File: src/rtl/npc_pkg.sv
package npc_pkg;

    localparam int ADDR_W   = 32;
    localparam int INSTR_W  = 32;
    localparam int IMM_W    = 16;
    localparam int IDX_W    = 26;
    localparam int REGION_W = 4;
    localparam int WORD_SH  = 2;

    typedef enum logic [1:0] {
        FLOW_BRANCH = 2'b00,
        FLOW_JUMP   = 2'b01,
        FLOW_REG    = 2'b10,
        FLOW_SEQ    = 2'b11
    } flow_e;

    typedef enum logic [1:0] {
        PICK_BRANCH = 2'b00,
        PICK_JUMP   = 2'b01,
        PICK_REG    = 2'b10,
        PICK_SEQ    = 2'b11
    } pick_e;

    typedef struct packed {
        logic [ADDR_W-1:0] seq;
        logic [ADDR_W-1:0] branch;
        logic [ADDR_W-1:0] jump;
        logic [ADDR_W-1:0] regt;
    } cand_t;

    function automatic logic [ADDR_W-1:0] word_offset(input logic [IMM_W-1:0] imm);
        logic [ADDR_W-1:0] ext;
        ext = {{(ADDR_W-IMM_W){imm[IMM_W-1]}}, imm};
        return ext << WORD_SH;
    endfunction

endpackage

File: src/rtl/npc_branch_eval.sv
module npc_branch_eval (
    input  logic zero_i,
    input  logic bpol_i,
    output logic taken_o
);
    always_comb begin
        taken_o = bpol_i ? ~zero_i : zero_i;
    end
endmodule

File: src/rtl/npc_sel_encoder.sv
module npc_sel_encoder
    import npc_pkg::*;
(
    input  flow_e flow_i,
    input  logic  taken_i,
    output pick_e sel_o
);
    logic [1:0] f;
    logic [1:0] s;

    always_comb begin
        f    = flow_i;
        s[0] = f[0] | (~taken_i & ~f[1]);
        s[1] = f[1] | (~taken_i & ~f[0]);
        sel_o = pick_e'(s);
    end
endmodule

File: src/rtl/npc_target_gen.sv
module npc_target_gen
    import npc_pkg::*;
#(
    parameter int AW = ADDR_W,
    parameter int IW = INSTR_W
) (
    input  logic [AW-1:0] pc_i,
    input  logic [IW-1:0] instr_i,
    input  logic [AW-1:0] rs_val_i,
    output cand_t         cand_o
);
    localparam int STEP = 1 << WORD_SH;

    logic [AW-1:0] seq_addr;

    always_comb begin
        seq_addr      = pc_i + AW'(STEP);
        cand_o.seq    = seq_addr;
        cand_o.branch = seq_addr + word_offset(instr_i[IMM_W-1:0]);
        cand_o.jump   = {pc_i[AW-1 -: REGION_W], instr_i[IDX_W-1:0], {WORD_SH{1'b0}}};
        cand_o.regt   = rs_val_i;
    end
endmodule

File: src/rtl/npc_pick.sv
module npc_pick
    import npc_pkg::*;
#(
    parameter int AW = ADDR_W
) (
    input  cand_t         cand_i,
    input  pick_e         sel_i,
    output logic [AW-1:0] next_o
);
    always_comb begin
        unique case (sel_i)
            PICK_BRANCH: next_o = cand_i.branch;
            PICK_JUMP:   next_o = cand_i.jump;
            PICK_REG:    next_o = cand_i.regt;
            default:     next_o = cand_i.seq;
        endcase
    end
endmodule

File: src/rtl/npc_select_unit.sv
module npc_select_unit
    import npc_pkg::*;
(
    input  logic [ADDR_W-1:0]  pc_i,
    input  logic [INSTR_W-1:0] instr_i,
    input  logic [1:0]         flow_i,
    input  logic               bpol_i,
    input  logic               zero_i,
    input  logic [ADDR_W-1:0]  rs_val_i,
    output logic [1:0]         sel_o,
    output logic [ADDR_W-1:0]  next_pc_o
);
    logic  taken;
    pick_e pick;
    cand_t cand;

    npc_branch_eval u_cond (
        .zero_i  (zero_i),
        .bpol_i  (bpol_i),
        .taken_o (taken)
    );

    npc_sel_encoder u_enc (
        .flow_i  (flow_e'(flow_i)),
        .taken_i (taken),
        .sel_o   (pick)
    );

    npc_target_gen #(.AW(ADDR_W), .IW(INSTR_W)) u_tgt (
        .pc_i     (pc_i),
        .instr_i  (instr_i),
        .rs_val_i (rs_val_i),
        .cand_o   (cand)
    );

    npc_pick #(.AW(ADDR_W)) u_pick (
        .cand_i (cand),
        .sel_i  (pick),
        .next_o (next_pc_o)
    );

    assign sel_o = pick;
endmodule

File: config.mk
export PLATFORM = sky130hd
export DESIGN_NAME = npc_select_unit
export DESIGN_NICKNAME = d
export VERILOG_FILES = /design/src/rtl/npc_pkg.sv /design/src/rtl/npc_branch_eval.sv /design/src/rtl/npc_sel_encoder.sv /design/src/rtl/npc_target_gen.sv /design/src/rtl/npc_pick.sv /design/src/rtl/npc_select_unit.sv
export SDC_FILE = /design/constraint.sdc
export NUM_CORES = 1
export LEC_CHECK = 0
export ABC_CLOCK_PERIOD_IN_PS = 3600
export BUFFER_PORTS_ARGS = -buffer_cell sky130_fd_sc_hd__buf_4
export CORE_MARGIN = 3
export CORE_UTILIZATION = 47
export DETAILED_ROUTE_END_ITERATION = 12
export GPL_ROUTABILITY_DRIVEN = 0
export GPL_TIMING_DRIVEN = 0
export PLACE_DENSITY = 0.8
export RECOVER_POWER = 25
export SLEW_MARGIN = 30
export SYNTH_ARGS = -nofsm -noshare
export SYNTH_HDL_FRONTEND = slang
export SYNTH_HIERARCHICAL = 1
export SYNTH_SLANG_ARGS = --single-unit
File: constraint.sdc
create_clock -name vclk -period 3.6
set_input_delay 0.36 -clock vclk [all_inputs]
set_output_delay 0.36 -clock vclk [all_outputs]
set_load 0.03 [all_outputs]
# Yosys cells after proc, flatten, opt, wreduce, memory -nomap -nowiden
# Cells that the tools add are included.
# totals
register_bits,0
in_bits,100
word_cells,15
# op_classes
n_addsub,2
n_eq_ne,2
n_mux,2
bitwise_logic,8
n_reduce_logical,1
# ops
cell,n
one-hot mux 32 bit (3 select lines),1
"adder 32 x 3 -> 32 bit, second input constant",1
adder 32 bit,1
inverter 1 bit,4
bitwise AND 1 bit,2
"== test 2 x 1 -> 1 bit, second input constant",1
"== test 2 bit, second input constant",1
zero test 2 bit,1
OR 1 bit,2
two-way mux 1 bit,1

# Longest topological paths before layout
# depth
word_depth,7
ltp_mapped,17
depth_no_buf,15

# Cells and area by module
# Netlist, hierarchy kept.
# modules_own_cells
mod,instances,cells_each,area_each_um2
npc_target_gen,1,375,2640.0
npc_pick,1,39,814.5
npc_sel_encoder,1,2,15.0
npc_branch_eval,1,1,8.8

# Worst setup path before layout
# OpenSTA, ideal clock, no wires.
# synth_timing
path_type,input to output
startpoint,input pc_i[4]
endpoint,output next_pc_o[30]
arrival_time_ns,3.444
required_ns,3.240
setup_slack_ns,-0.204
stages,16
path_buffers,2
path_cell_list,and4_4 -> and3_4 -> and2b_4 -> and2_2 -> buf_2 -> nand2_1 -> xnor2_1 -> ha_1 -> buf_2 -> nand4_1 -> or3_1 -> nor3_1 -> o21ai_1 -> o21ai_1 -> xor2_1 -> mux4_1
# synth_lines
element,line_no,text
"start, declared",npc_select_unit.sv:4,"input logic [ADDR_W-1:0] pc_i,"
"end, declared",npc_select_unit.sv:11,output logic [ADDR_W-1:0] next_pc_o

==> metrics.txt <==
Pins Over Slew Limit 0; compound-gate portion of the synthesized area 15.68%; total power 1.141 mW; post-DR vias/cell 6.626; Layout Cells excl Fill 647; Leakage 2.389 nW; Fill cells 407; vias in the first global route 3992; number of max-cap violations 0; Simple-Gate Fraction of Synth Area 18.74%; largest net degree at the start of global routing 17; Setup violations, final 18; Critical Path Start Type input port; nets 687; Hold WS 1109 ps; Die X 92.03 um; required time of the critical path 3240 ps; clkbuf count 0; Layout area overhead 57.41%; YS warnings 6; crit-path cells buf_8 -> nand4_1 -> and2b_4 -> and2_4 -> nand2_4 -> xnor2_2 -> ha_1 -> buf_6 -> buf_12 -> nand4_1 -> nor2b_1 -> o21ai_1 -> a211oi_2 -> a31oi_2 -> xnor2_1 -> mux4_2 -> buf_6; largest family of logic cells by synthesized area multiplexers; Final WS setup -656.7 ps; Hold Path Cell Cnt 3; Min-Delay Path Class in -> out; DR DRC count 0; Max transition margin 60.80%; antenna viol nets, final 0; Row Count 30; count leader, synth buf_4; initial antenna violation count 0; Hold-fix buffers, CTS 0; Worst-Margin Slew 588.0 ps; share of cells above drive strength 1 64.07%; IO Count 134; seq_cells 0; Post-DP HPWL 8258 um; Crit path largest cell delay 460 ps; Arrival @ worst endpoint 3900 ps; min-delay src flow_i[1]; WL final 14960 um; Worst path top cell family by delay simple AND/OR/NAND/NOR gates; synthesized area 0.003478 mm2; adder-cell share of the synthesized area 12.45%; instance count of the mapped netlist 417; crit path kind in -> out; PortBufs 84; Final Critical Period 4257 ps; global route overflow 0; placed cell count 598; Yosys top cell by area mux4_2; top-area cell type share of the netlist area 19.42%; violated checks negative setup slack; Buf/Inv on CP 4; WHS Endpoint sel_o[0]; Die Ht 92.03 um; Core Footprint 0.006982 mm2; Total GRT Usage 27.12%; xor/xnor share of the synthesized area 14.06%; die area 0.008469 mm2; DRT iter0 DRCs 488; Multi-input gate area 0.003571 mm2; final hold vios 0; CP startpoint pc_i[8]; maximum clock frequency 0.2349 GHz; P per Cell Area 208.3 mW/mm2; status complete, but fails checks; # diodes 0; RSZ-0062 raised after global routing true; distinct cell type count after synthesis 57; worst-path maximum fanout 6; first-pass GRT wire length 19000 um; synth top area cells mux4_2 (19%), buf_4 (15%), ha_1 (12%), xnor2_1 (9.1%), xor2_1 (4.5%); setup TNS -6169 ps; worst vdd rail ir drop 0.0001267 V; total area of sequential cells 0 um2; starting density of the core 49.82%; Tcrit/Tclk final 118.2%; Crit. path cell count 17; sequential element share of the synthesized area 0%; drt pass-1 iters 6; Worst Setup End Kind output pin; Vias 4287; Synth Area per Inst 8.341 um2; Critical-path top delay cell mux4_2; Commonest cells post-synth buf_4 (68), nand2_1 (37), xnor2_1 (36); Placement Setup Slack -724.5 ps; WL/cell 23.12 um; mux cell area share after synthesis 20.94%
-- power by group --
group	leakage, nW	total (mW)	switching [mW]	internal, mW
Combinational	2.39	1.14	0.590	0.551
Sequential	0	0	0	0
Clock	0	0	0	0
Total	2.39	1.14	0.590	0.551
-- worst max path at each step --
stage,endpoint,slack [ps]
final,next_pc_o[31],-660
after global routing,next_pc_o[31],-650
after CTS,next_pc_o[30],-280
after detailed placement,next_pc_o[31],-720
after global placement,next_pc_o[31],-650
after floorplan,next_pc_o[30],-60
-- cell type report --
type | count | area share [%]
tap | 96 | 2.194
multi-input combinational | 336 | 65.22
inverter | 3 | 0.2057
buffer | 77 | 11.29
timing repair buffer | 135 | 21.09
-- placed cells by master, fill, tap and decap left out, types with 6 or more instances in the layout --
cell type / n
ha_1: 17
mux4_2: 32
xor2_1: 13
o21ai_1: 7
nand2_1: 24
buf_8: 6
xnor2_2: 16
nand2_2: 11
buf_6: 25
ha_4: 11
a21oi_1: 13
a21o_1: 7
o21ai_2: 7
xnor2_1: 19
nand3_1: 12
a21oi_2: 11
nand4_1: 10
nor2_1: 23
buf_4: 170
o21bai_1: 6
-- kinds of logic after synthesis --
kind of cell	count (synthesis)
AOI/OAI and AO/OA	86
xor gates and xnor gates	55
adders and majority gates	34
buffers and inverters	82
muxes	32
other	1
and+or+nand+nor	127
-- per-stage QoR --
step           utilization (%)  area, um2
6_report                 78.42       5475
5_1_grt                  78.42       5475
4_1_cts                  73.24       5114
3_5_place_dp             60.73       4240
3_3_place_gp             60.73       4240
2_1_floorplan                -       3490
-- per-layer routing --
layer,vias to the layer above,track usage (%),wire (um)
met5,-,0,0
met4,0,7.921,1133
met3,133,3.692,1541
met2,401,50.36,7153
met1,1996,32.26,5129
li1,1757,-,-
-- repair_timing --
item | 4_1_cts | 5_1_grt
buffers inserted | 41 | 12
pin swaps | 47 | 35
endpoints found under the setup margin | 17 | 20
resized for setup | 111 | 63
hold endpoints to repair | 0 | 0
Note: power is estimated with default switching activity, not from simulation.
